<file path="config.mk">
export PLATFORM = sky130hd
export DESIGN_NAME = pair_issue_ctl
export DESIGN_NICKNAME = d
export VERILOG_FILES = /design/src/rtl/pair_issue_pkg.sv /design/src/rtl/slot_decode.sv /design/src/rtl/src_match.sv /design/src/rtl/load_shadow_fsm.sv /design/src/rtl/pair_issue_ctl.sv
export SDC_FILE = /design/constraint.sdc
export NUM_CORES = 1
export LEC_CHECK = 0
export ABC_CLOCK_PERIOD_IN_PS = 3200
export BUFFER_PORTS_ARGS = -buffer_cell sky130_fd_sc_hd__buf_2
export CORE_ASPECT_RATIO = 1.25
export CORE_MARGIN = 3
export CORE_UTILIZATION = 35
export DETAILED_ROUTE_END_ITERATION = 16
export GPL_TIMING_DRIVEN = 0
export MAX_ROUTING_LAYER = met4
export PLACE_DENSITY = 0.79
export SLEW_MARGIN = 20
export SYNTH_ARGS = -nofsm -noshare
export SYNTH_HDL_FRONTEND = slang
export SYNTH_SLANG_ARGS = --single-unit
</file>
<file path="constraint.sdc">
create_clock -name clk -period 3.2 [get_ports clk]
set_input_delay 0.32 -clock clk [delete_from_list [all_inputs] [get_ports clk]]
set_output_delay 0.32 -clock clk [all_outputs]
set_load 0.005 [all_outputs]
</file>
<file path="src/rtl/pair_issue_pkg.sv">
package pair_issue_pkg;

    // Instruction class codes carried in the 3-bit class field
    typedef enum logic [2:0] {
        CLS_ALU    = 3'd0,
        CLS_BRANCH = 3'd1,
        CLS_LOAD   = 3'd2,
        CLS_STORE  = 3'd3,
        CLS_FPOP   = 3'd4
    } op_class_e;

    // What a slot's class means to the pairing logic
    typedef enum logic [1:0] {
        ROLE_INT,
        ROLE_LOAD,
        ROLE_FP,
        ROLE_OTHER
    } slot_role_e;

    // Load shadow machine
    typedef enum logic {
        SHD_EMPTY,
        SHD_ARMED
    } shadow_state_e;

    // Per-cycle issue outcome
    typedef enum logic [2:0] {
        DEC_RESET,
        DEC_EMPTY,
        DEC_HOLD,
        DEC_SINGLE,
        DEC_PAIR
    } issue_dec_e;

    localparam int NUM_SLOTS  = 2;
    localparam int SLOT_LEFT  = 0;
    localparam int SLOT_RIGHT = 1;

endpackage

</file>
<file path="src/rtl/slot_decode.sv">
module slot_decode
    import pair_issue_pkg::*;
(
    input  logic [2:0] cls_i,
    output slot_role_e role_o
);

    always_comb begin
        unique case (op_class_e'(cls_i))
            CLS_ALU, CLS_BRANCH, CLS_STORE: role_o = ROLE_INT;
            CLS_LOAD:                       role_o = ROLE_LOAD;
            CLS_FPOP:                       role_o = ROLE_FP;
            default:                        role_o = ROLE_OTHER;
        endcase
    end

endmodule

</file>
<file path="src/rtl/src_match.sv">
module src_match #(
    parameter int TAG_W = 6
) (
    input  logic [TAG_W-1:0] src_a_i,
    input  logic             src_a_en_i,
    input  logic [TAG_W-1:0] src_b_i,
    input  logic             src_b_en_i,
    input  logic [TAG_W-1:0] prod_tag_i,
    input  logic             prod_en_i,
    output logic             hit_o
);

    logic a_hit;
    logic b_hit;

    always_comb begin
        a_hit = src_a_en_i && (src_a_i == prod_tag_i);
        b_hit = src_b_en_i && (src_b_i == prod_tag_i);
        hit_o = prod_en_i && (a_hit || b_hit);
    end

endmodule

</file>
<file path="src/rtl/load_shadow_fsm.sv">
module load_shadow_fsm
    import pair_issue_pkg::*;
#(
    parameter int TAG_W = 6
) (
    input  logic             clk,
    input  logic             rst_n,
    input  logic             capture_i,
    input  logic [TAG_W-1:0] tag_i,
    output logic             armed_o,
    output logic [TAG_W-1:0] tag_o
);

    shadow_state_e    state_q;
    shadow_state_e    state_d;
    logic [TAG_W-1:0] tag_q;

    // State register
    always_ff @(posedge clk or negedge rst_n) begin
        if (!rst_n) begin
            state_q <= SHD_EMPTY;
            tag_q   <= '0;
        end else begin
            state_q <= state_d;
            if (capture_i) begin
                tag_q <= tag_i;
            end
        end
    end

    // Transitions
    always_comb begin
        unique case (state_q)
            SHD_EMPTY: state_d = capture_i ? SHD_ARMED : SHD_EMPTY;
            SHD_ARMED: state_d = capture_i ? SHD_ARMED : SHD_EMPTY;
            default:   state_d = SHD_EMPTY;
        endcase
    end

    // Outputs
    always_comb begin
        unique case (state_q)
            SHD_ARMED: armed_o = 1'b1;
            default:   armed_o = 1'b0;
        endcase
        tag_o = tag_q;
    end

endmodule

</file>
<file path="src/rtl/pair_issue_ctl.sv">
module pair_issue_ctl
    import pair_issue_pkg::*;
#(
    parameter  int REG_IDX_W = 5,
    localparam int TAG_W     = REG_IDX_W + 1
) (
    input  logic             clk,
    input  logic             rst_n,
    input  logic             l_valid,
    input  logic [2:0]       l_cls,
    input  logic [TAG_W-1:0] l_dst,
    input  logic             l_dst_we,
    input  logic [TAG_W-1:0] l_src1,
    input  logic             l_src1_en,
    input  logic [TAG_W-1:0] l_src2,
    input  logic             l_src2_en,
    input  logic             r_valid,
    input  logic [2:0]       r_cls,
    input  logic [TAG_W-1:0] r_src1,
    input  logic             r_src1_en,
    input  logic [TAG_W-1:0] r_src2,
    input  logic             r_src2_en,
    output logic             issue_l,
    output logic             issue_r,
    output logic             fetch_hold,
    output logic             slide_r
);

    logic [2:0]       cls_arr  [NUM_SLOTS];
    slot_role_e       role_arr [NUM_SLOTS];

    logic             shd_armed;
    logic [TAG_W-1:0] shd_tag;
    logic             ld_capture;

    logic             l_hit_shd;
    logic             r_hit_shd;
    logic             r_hit_left;

    logic             left_int_side;
    logic             right_is_fp;
    logic             pair_ok;
    issue_dec_e       dec;

    assign cls_arr[SLOT_LEFT]  = l_cls;
    assign cls_arr[SLOT_RIGHT] = r_cls;

    // One class decoder per slot
    for (genvar s = 0; s < NUM_SLOTS; s++) begin : g_slot
        slot_decode u_dec (
            .cls_i  (cls_arr[s]),
            .role_o (role_arr[s])
        );
    end

    // Left sources against the in-flight load
    src_match #(.TAG_W(TAG_W)) u_left_vs_load (
        .src_a_i    (l_src1),
        .src_a_en_i (l_src1_en),
        .src_b_i    (l_src2),
        .src_b_en_i (l_src2_en),
        .prod_tag_i (shd_tag),
        .prod_en_i  (shd_armed),
        .hit_o      (l_hit_shd)
    );

    // Right sources against the in-flight load
    src_match #(.TAG_W(TAG_W)) u_right_vs_load (
        .src_a_i    (r_src1),
        .src_a_en_i (r_src1_en),
        .src_b_i    (r_src2),
        .src_b_en_i (r_src2_en),
        .prod_tag_i (shd_tag),
        .prod_en_i  (shd_armed),
        .hit_o      (r_hit_shd)
    );

    // Right sources against the partner's destination
    src_match #(.TAG_W(TAG_W)) u_right_vs_left (
        .src_a_i    (r_src1),
        .src_a_en_i (r_src1_en),
        .src_b_i    (r_src2),
        .src_b_en_i (r_src2_en),
        .prod_tag_i (l_dst),
        .prod_en_i  (l_dst_we),
        .hit_o      (r_hit_left)
    );

    load_shadow_fsm #(.TAG_W(TAG_W)) u_shadow (
        .clk       (clk),
        .rst_n     (rst_n),
        .capture_i (ld_capture),
        .tag_i     (l_dst),
        .armed_o   (shd_armed),
        .tag_o     (shd_tag)
    );

    // Decision
    always_comb begin
        left_int_side = (role_arr[SLOT_LEFT] == ROLE_INT) ||
                        (role_arr[SLOT_LEFT] == ROLE_LOAD);
        right_is_fp   = (role_arr[SLOT_RIGHT] == ROLE_FP);
        pair_ok       = r_valid && left_int_side && right_is_fp &&
                        !r_hit_shd && !r_hit_left;
        if (!rst_n) begin
            dec = DEC_RESET;
        end else if (!l_valid) begin
            dec = DEC_EMPTY;
        end else if (l_hit_shd) begin
            dec = DEC_HOLD;
        end else if (pair_ok) begin
            dec = DEC_PAIR;
        end else begin
            dec = DEC_SINGLE;
        end
    end

    // Outputs from the decision
    always_comb begin
        issue_l    = 1'b0;
        issue_r    = 1'b0;
        fetch_hold = 1'b0;
        slide_r    = 1'b0;
        unique case (dec)
            DEC_RESET: begin
            end
            DEC_EMPTY: begin
                slide_r = r_valid;
            end
            DEC_HOLD: begin
                fetch_hold = 1'b1;
            end
            DEC_SINGLE: begin
                issue_l = 1'b1;
                slide_r = r_valid;
            end
            DEC_PAIR: begin
                issue_l = 1'b1;
                issue_r = 1'b1;
            end
            default: begin
            end
        endcase
        ld_capture = issue_l && (role_arr[SLOT_LEFT] == ROLE_LOAD) && l_dst_we;
    end

endmodule

</file>
After elaboration in Yosys (flattened, before gate mapping):

Cells that the tools add are included.

* bits in registers: 7
* input bits: 45
* output and inout port bits: 4
* logic and storage cells: 62

* equality and inequality tests: 20
* multiplexer cells: 12
* reduce and logical (&&, ||, !) cells: 28

Operators by type and width (number)
* == test 6 bit: 6
* == test 3 x 2 -> 1 bit, second input constant: 6
* logical AND 1 bit: 15
* two-way mux 3 bit: 4
* case mux 2 bit (3 select lines): 2
* == test 3 x 1 -> 1 bit, second input constant: 3
* == test 3 bit, second input constant: 3
* logical NOT 3 bit: 2
* two-way mux 1 bit: 6
* OR reduction 3 bit: 2
* logical OR 1 bit: 4
* OR reduction 2 bit: 2
* == test 2 x 1 -> 1 bit, second input constant: 1
* == test 2 bit, second input constant: 1
* logical NOT 1 bit: 2
* logical NOT 2 bit: 1

Depth between registers and ports, before layout:

Gate-level depths: netlist (run 1).

* depth in word-level cells: 19
* depth in mapped cells: 6
* gate-level depth less buffers: 5

Hierarchy:

Synthesis (run 1) repeated with hierarchy kept, for this count alone.

* cell total of the unflattened synthesis: 80
* area total of the unflattened synthesis: 800.8 sq um

By module, submodules not included
* src_match: instances 3, cells each 17, area an instance 137.6 sq um
* load_shadow_fsm: instances 1, cells each 14, area an instance 276.5 sq um
* pair_issue_ctl: instances 1, cells each 11, area an instance 73.8 sq um
* slot_decode: instances 2, cells each 2, area an instance 18.8 sq um

Worst setup path before layout (run 1):

No wires, ideal clock.

* path kind: input to output
* start: in r_cls[0]
* end: out issue_r
* arrival time: 1.414 ns
* data required time: 2.880 ns
* setup slack: 1.466 ns
* stages on the path: 3
* path buffers: 0
* cells stage by stage: or4_1 -> a2111oi_0 -> and2_1

* cells in the longest elaborated chain, start to end: 13
* elaborated cells between the ends (all ways): 17
* those cells by class: eq/ne: 6; mux: 6; reduce/logical: 5

Ends and longest elaborated chain
* start, declared: line pair_issue_ctl.sv:18 `input logic [2:0] r_cls,`
* == test 3 x 1 -> 1 bit, or another cell as far along: line slot_decode.sv:9 `unique case (op_class_e'(cls_i))`
* OR reduction 3 bit: line slot_decode.sv:9
* case mux 2 bit (3 select lines) *: line slot_decode.sv:9
* == test 2 bit *: line pair_issue_ctl.sv:102 `right_is_fp = (role_arr[SLOT_RIGHT] == ROLE_FP);`
* logical AND 1 bit * (2 in series): line pair_issue_ctl.sv:103 `pair_ok = r_valid && left_int_side && right_is_fp &&`
* logical AND 1 bit *: line pair_issue_ctl.sv:104 `!r_hit_shd && !r_hit_left;`
* two-way mux 3 bit *: line pair_issue_ctl.sv:111 `end else if (pair_ok) begin`
* two-way mux 3 bit *: line pair_issue_ctl.sv:109 `end else if (l_hit_shd) begin`
* two-way mux 3 bit *: line pair_issue_ctl.sv:107 `end else if (!l_valid) begin`
* two-way mux 3 bit *: line pair_issue_ctl.sv:105 `if (!rst_n) begin`
* == test 3 bit *: line pair_issue_ctl.sv:124 `unique case (dec)`
* two-way mux 1 bit *: line pair_issue_ctl.sv:124
* end, declared: line pair_issue_ctl.sv:24 `output logic issue_r,`

Mark *: on every way between the ends. The rest lies on a longest branch, timed or not.

Worst setup path after layout (run 1):

* start: reg u_shadow.tag_q[5] (netlist: u_shadow.tag_o[5])
* end: out issue_r

* cells in the longest elaborated chain, start to end: 13
* elaborated cells between the ends (all ways): 21
* those cells by class: eq/ne: 5; mux: 5; reduce/logical: 11

Ends and longest elaborated chain
* start, declared: line load_shadow_fsm.sv:16 `logic [TAG_W-1:0] tag_q;`
* start signal, assigned: line load_shadow_fsm.sv:26 `tag_q <= tag_i;`
* == test 6 bit (on tied branches): line src_match.sv:17, src_match.sv:18
* logical AND 1 bit (on tied branches): line src_match.sv:17, src_match.sv:18
* logical OR 1 bit: line src_match.sv:19 `hit_o = prod_en_i && (a_hit || b_hit);`
* logical AND 1 bit: line src_match.sv:19
* logical NOT 1 bit: line pair_issue_ctl.sv:104
* logical AND 1 bit: line pair_issue_ctl.sv:103
* logical AND 1 bit: line pair_issue_ctl.sv:104
* two-way mux 3 bit: line pair_issue_ctl.sv:111
* two-way mux 3 bit *: line pair_issue_ctl.sv:109
* two-way mux 3 bit *: line pair_issue_ctl.sv:107
* two-way mux 3 bit *: line pair_issue_ctl.sv:105
* == test 3 bit *: line pair_issue_ctl.sv:124
* two-way mux 1 bit *: line pair_issue_ctl.sv:124

Marks and branches as above.

==> results of run 1 <==
## registers in the layout (all words and copies together) (netlist names)
signal	count
u_shadow.state_q	1
u_shadow.tag_o	6
## stage by stage
step	std cells	hold WS [ns]	utilization, %	power [mW]
detailed placement	162	0.169	52.1	0.313
global placement	162	0.169	52.1	0.305
floorplan	84	0.0244	-	0.250
CTS	167	0.344	53.9	0.394
finish	167	0.347	53.9	0.391
global route	167	0.355	53.9	0.417
## final cells by class
type	count	area [um2]	area share, %
buffer	6	45.0	4.08
clock buffer	4	26.3	2.38
multi-input combinational	71	571	51.6
sequential	7	175	15.9
tap	30	37.5	3.40
timing repair buffer	49	250	22.7
## Yosys cell counts
library cell,number,area share (%)
xor2_1,4,4.4
a21o_1,1,0.95
o22ai_1,2,1.6
mux2_2,5,7.1
xnor2_1,32,35
a21oi_1,1,0.63
nand3_1,8,5.1
nor2_1,1,0.47
nand4_1,4,3.2
or4_1,1,0.95
and2_1,1,0.79
buf_4,6,5.7
nand4bb_1,1,1.4
o22ai_2,1,1.6
nand2_1,4,1.9
a211oi_4,1,2.5
nor4_1,2,1.6
dfrtp_1,7,22
mux2_1,1,1.4
a2111oi_0,1,1.1
## per-layer routing
metal  wire, um  track usage (%)  up-vias
li1           -                -      393
met5          0                -        -
met1        782             15.3      350
met3        140             3.53        7
met2       1160             29.9       31
met4         44             7.32        0
## final timing paths
path / end / slack (ns) / depth (start not counted)
max reg2reg: u_shadow.tag_o[2] / 1.34 / 6
min reg2reg: u_shadow.tag_o[3] / 0.63 / 2
min: u_shadow.tag_o[3] / 0.35 / 2
max: issue_r / 0.95 / 7
max in group asynchronous: u_shadow.tag_o[2] / 2.60 / 2
min in group asynchronous: u_shadow.tag_o[1] / 0.43 / 2
## repair_timing
| item | 4_1_cts | 5_1_grt |
|---|---|---|
| hold buffers | 1 | 0 |
| endpoints found under the setup margin | 0 | 0 |
| endpoints found under the hold margin | 7 | 0 |
## logic make-up (layout without fill, tap and decap cells)
group / count (synthesis) / after routing / share of synthesized area [%]
flip-flops: 7 / 7 / 22.2
AO/OA/AOI/OAI: 7 / 7 / 8.39
AND/OR/NAND/NOR: 22 / 22 / 15.3
XOR/XNOR: 36 / 36 / 39.9
multiplexers: 6 / 6 / 8.54
buffers and inverters: 6 / 59 / 5.70
## power by group through the flow
stage	registers (mW)	clock network (mW)	logic, mW
2_1_floorplan	0.108	0	0.142
3_3_place_gp	0.108	0	0.197
3_5_place_dp	0.109	0	0.204
4_1_cts	0.107	0.0813	0.206
5_1_grt	0.109	0.0875	0.220
6_report	0.107	0.0804	0.203
## critical path, delay by kind of cell, from the launching register on
family | cells | cell delay, ns
AO/OA/AOI/OAI | 1 | 0.55
XOR/XNOR | 1 | 0.12
buffers and inverters | 2 | 0.27
flip-flops | 1 | 0.36
AND/OR/NAND/NOR | 3 | 0.39
==> flow_summary.json, run 1 <==
{
  "cts_buffers": 3,
  "yosysSeqAreaShare_pct": 22.2,
  "cpPeakStageDelay_ns": 0.55,
  "grt_pass1_wl_um": 3360,
  "antenna_found_initial": 0,
  "final_max_slew_viol_count": 0,
  "clk_latency_ns": 0.25,
  "max_cap_violations": 0,
  "min_period_over_period_pct": 70.4,
  "setup_ws_ns": 0.946,
  "vias": 781,
  "combPwrFrac_pct": 52.0,
  "slew_headroom_pct": 60.9,
  "dpl.hpwl_um": 1830,
  "syn_area_um2": 791,
  "cts.sinks": 7,
  "place_area_mm2": 0.00107,
  "core_area_mm2": 0.00205,
  "ys_ff_latch": 7,
  "finalHoldViolations": 0,
  "final.setup.tns_ns": 0,
  "required_ns": 2.88,
  "post-route-drc-count": 0,
  "grt_max_degree": 10,
  "cp_max_fo": 5,
  "ir_worst_vdd_mv": 0.189,
  "grt-ovfl-total": 0,
  "layout_commonest_cell": "buf_2",
  "hp-start": "l_dst[3]",
  "port_buffers": 48,
  "pre_cts_ws_ns": 1.17,
  "rsz0062_at_grt": "no",
  "critical_path_class": "reg -> out",
  "place.gp.congestion": 0.932,
  "synthesis.instances": 84,
  "cp_slowest_cell": "a2111oi_0",
  "start_util_pct": 38.6,
  "syn-num-nets": 129,
  "n_antenna_cell": 0,
  "antenna_left": 0,
  "cts_tree": "done",
  "yosys_warnings": 0,
  "r2r-start": "u_shadow.tag_o[3]",
  "crit_path_start_kind": "register",
  "final_nets": 183,
  "outcome": "finished, final reports clean",
  "avgViaCountPerCell": 4.68,
  "wl_per_cell_um": 12.7,
  "fin_crit_ns": 2.25,
  "grt_pass1_vias": 807,
  "die_y_um": 59.1,
  "ctsRootBufferMaster": "clkbuf_4",
  "switching_power_uw": 129,
  "clock_path_buffers": 2,
  "h-tree-depth": 1,
  "firstDrtPassIters": 3,
  "syn_to_final_growth_pct": 39.7,
  "crit_path_start": "u_shadow.tag_o[5]",
  "die-area_mm2": 0.00287,
  "worstSetupEndpointType": "primary output",
  "clkTransAtPathRegs_ns": 0.05,
  "grt_use_total_pct": 15.7,
  "fin_area_mm2": 0.00110,
  "layout_common_cells": "48 x buf_2, 32 x xnor2_1, 8 x nand3_1",
  "worstMarginPinSlew_ns": 0.572,
  "p_clk_share_pct": 20.6,
  "cts_resized": 0,
  "avgSynthCellArea_um2": 9.41,
  "first_iter_violations": 17,
  "yosys.cell_types.count": 20,
  "powerDensity_mw_per_mm2": 354,
  "io_pins": 49,
  "p_leak_nw": 0.477,
  "worstPathArrival_ns": 1.93,
  "finalWirelength_um": 2130,
  "setup_viol": 0,
  "hp-class": "in -> reg",
  "post_cts_buffers": 0,
  "p_sw_share_pct": 32.9,
  "nFillCells": 204,
  "skew_ns": 0.00422,
  "seqPwrFrac_pct": 27.5,
  "crit_chain": "buf_4 > xnor2_1 > nand3_1 > nor4_1 > a2111oi_0 > and2_1 > buf_2",
  "p_int_uw": 262,
  "num_rows": 18,
  "drive_above_1_share_pct": 46.7,
  "die_w_um": 48.5,
  "timing.fmax_mhz": 444
}
(Power assumes the default switching activity.)
==> run 2: changes to the inputs <==
--- a/config.mk
+++ b/config.mk
@@ -5,7 +5,7 @@
 export SDC_FILE = /design/constraint.sdc
 export NUM_CORES = 1
 export LEC_CHECK = 0
-export ABC_CLOCK_PERIOD_IN_PS = 3200
+export ABC_CLOCK_PERIOD_IN_PS = 1860
 export BUFFER_PORTS_ARGS = -buffer_cell sky130_fd_sc_hd__buf_2
 export CORE_ASPECT_RATIO = 1.25
 export CORE_MARGIN = 3
@@ -13,7 +13,7 @@
 export DETAILED_ROUTE_END_ITERATION = 16
 export GPL_TIMING_DRIVEN = 0
 export MAX_ROUTING_LAYER = met4
-export PLACE_DENSITY = 0.79
+export PLACE_DENSITY = 0.81
 export SLEW_MARGIN = 20
 export SYNTH_ARGS = -nofsm -noshare
 export SYNTH_HDL_FRONTEND = slang
==> constraint.sdc (replaced) <==
create_clock -name clk -period 1.86 [get_ports clk]
set_input_delay 0.186 -clock clk [delete_from_list [all_inputs] [get_ports clk]]
set_output_delay 0.186 -clock clk [all_outputs]
set_load 0.005 [all_outputs]
==> run 2 against run 1 <==
The flow now finishes with violations (negative setup slack). Via count grew 4.2%. Die area is the same. First-iteration DRC count up 41%. Global-route usage grew 1.0 points. Sequential cell count unchanged. Critical path type unchanged. Critical endpoint unchanged. Largest cell class unchanged. Largest power group unchanged.
==> flow_summary.json, run 2 (same netlist as run 1, synthesis figures left out) <==
{
  "cts.sinks": 7,
  "firstDrtPassIters": 4,
  "ctsRootBufferMaster": "clkbuf_4",
  "min_period_over_period_pct": 104,
  "grt_pass1_vias": 871,
  "worstSetupEndpointType": "primary output",
  "start_util_pct": 38.6,
  "core_area_mm2": 0.00205,
  "largest_register_ff_count": 6,
  "grt-ovfl-total": 0,
  "seqPwrFrac_pct": 32.1,
  "num_rows": 18,
  "cp_max_fo": 5,
  "crit_chain": "xnor2_2 > nand4_1 > o22ai_4 > a21oi_2 > and2_1 > buf_2",
  "clk_latency_ns": 0.25,
  "path_buf_inv": 1,
  "antenna_left": 0,
  "crit_path_start_kind": "register",
  "outcome": "finished with violations",
  "drive_above_1_share_pct": 57.4,
  "antenna_found_initial": 0,
  "hp-class": "in -> reg",
  "worstPathArrival_ns": 1.74,
  "powerDensity_mw_per_mm2": 601,
  "reg2reg_setup_slack_ns": 0.07,
  "die_w_um": 48.5,
  "clkTransAtPathRegs_ns": 0.06,
  "place_area_mm2": 0.00107,
  "wl_per_cell_um": 13.8,
  "p_leak_nw": 0.489,
  "timing.fmax_mhz": 519,
  "first_iter_violations": 24,
  "layout_commonest_cell": "buf_2",
  "power.total_uw": 706,
  "grt_pass1_wl_um": 3640,
  "worstMarginPinSlew_ns": 0.341,
  "ff2ff_path_depth": 6,
  "grt_use_total_pct": 16.7,
  "fin_util_pct": 57.4,
  "cpPeakStageDelay_ns": 0.48,
  "die_y_um": 59.1,
  "setup_ws_ns": -0.0654,
  "clock_path_buffers": 2,
  "switching_power_uw": 250,
  "cp_slowest_cell": "dfrtp_2",
  "final_nets": 182,
  "rsz0062_at_grt": "yes",
  "critical_path_class": "reg -> out",
  "fin_crit_ns": 1.93,
  "fin_area_mm2": 0.00118,
  "cts_buffers": 3,
  "p_clk_share_pct": 19.9,
  "violations": "negative setup slack",
  "setup_viol": 2,
  "ir_worst_vdd_mv": 0.367,
  "place.gp.congestion": 0.797,
  "finalWirelength_um": 2300,
  "p_int_uw": 456,
  "max_cap_violations": 0,
  "required_ns": 1.67,
  "r2r-start": "u_shadow.tag_o[5]",
  "skew_ns": 0.00187,
  "h-tree-depth": 1,
  "syn_to_final_growth_pct": 48.7,
  "vias": 814,
  "post-route-drc-count": 0,
  "fin_hold_ws_ns": 0.222,
  "slew_headroom_pct": 77.2,
  "crit_cells": 6,
  "finalHoldViolations": 0,
  "cpLargestDelayFamily": "flip-flops",
  "cts_tree": "done",
  "die-area_mm2": 0.00287,
  "crit_path_start": "u_shadow.tag_o[5]",
  "final_max_slew_viol_count": 0,
  "layout_common_cells": "48 x buf_2, 29 x xnor2_1, 7 x nand3_1",
  "combPwrFrac_pct": 48.0,
  "io_pins": 49,
  "n_antenna_cell": 0,
  "grt_max_degree": 10,
  "p_sw_share_pct": 35.4,
  "cp-endpoint": "issue_r",
  "rr_endpoint": "u_shadow.tag_o[3]",
  "port_buffers": 48,
  "avgViaCountPerCell": 4.90
}
## run 2: cell count changes in the layout (fill, tap and decap cells not counted), sizes merged
| cell | previous run | this run |
|---|---|---|
| buf | 54 | 53 |
| clkbuf | 4 | 3 |
| clkinv | 0 | 1 |
## run 2: layer usage
| metal | routed length [um] | part of all wire, % | global-route usage [%] | vias to the layer above |
|---|---|---|---|---|
| met3 | 174 | 7.6 | 3.53 | 4 |
| met1 | 804 | 35 | 17.0 | 383 |
| met2 | 1300 | 56 | 30.9 | 34 |
| met5 | 0 | 0 | - | - |
| li1 | - | - | - | 393 |
| met4 | 21 | 0.91 | 8.13 | 0 |
## run 2: timing repair
action	CTS	global route
hold endpoints to repair	7	0
endpoints found under the setup margin	3	10
buffers inserted	0	3
pin swaps	5	11
gates resized for setup	6	10
hold buffers	1	0
## run 2: how the worst min path moves through the flow
stage                         from  cells past startpoint  slack (ns)                end
after floorplan              rst_n                      0       -0.11   u_shadow.state_q
after global placement       rst_n                      1        0.03  u_shadow.tag_o[1]
after detailed placement     rst_n                      1        0.03  u_shadow.tag_o[1]
after CTS                 l_dst[3]                      2        0.22  u_shadow.tag_o[3]
after global routing      l_dst[2]                      2        0.23  u_shadow.tag_o[2]
final                     l_dst[3]                      2        0.22  u_shadow.tag_o[3]
## run 2: stage by stage
| step | instances | setup TNS (ns) | setup slack, ns |
|---|---|---|---|
| global placement | 162 | 0 | 0.0849 |
| finish | 166 | -0.0909 | -0.0654 |
| global route | 166 | -0.273 | -0.127 |
| CTS | 163 | -0.152 | -0.0990 |
| floorplan | 84 | 0 | 0.189 |
| detailed placement | 162 | 0 | 0.0284 |
## run 2: cell type report
cell class              instances  area [um2]
fillers                       185         873
well taps                      30        37.5
plain buffers                   2        15.0
flip-flops and latches          7         180
clock inverters                 1        5.00
clock buffers                   3        22.5
repair buffers                 52         273
multi-input cells              71         643
## run 2: worst reg2reg max path: stages (launching register included)
cell and delay (ns):
dfrtp_2 0.48, xnor2_2 0.16, nand4_1 0.15, o22ai_4 0.29, a211oi_4 0.09, buf_4 0.18
mux2_1 0.32
## run 2: power groups by stage
stage          registers, mW  logic [mW]  clock network [mW]
2_1_floorplan          0.186       0.245                   0
4_1_cts                0.225       0.297               0.144
6_report               0.227       0.339               0.140
3_3_place_gp           0.186       0.337                   0
3_5_place_dp           0.188       0.350                   0
5_1_grt                0.230       0.371               0.150
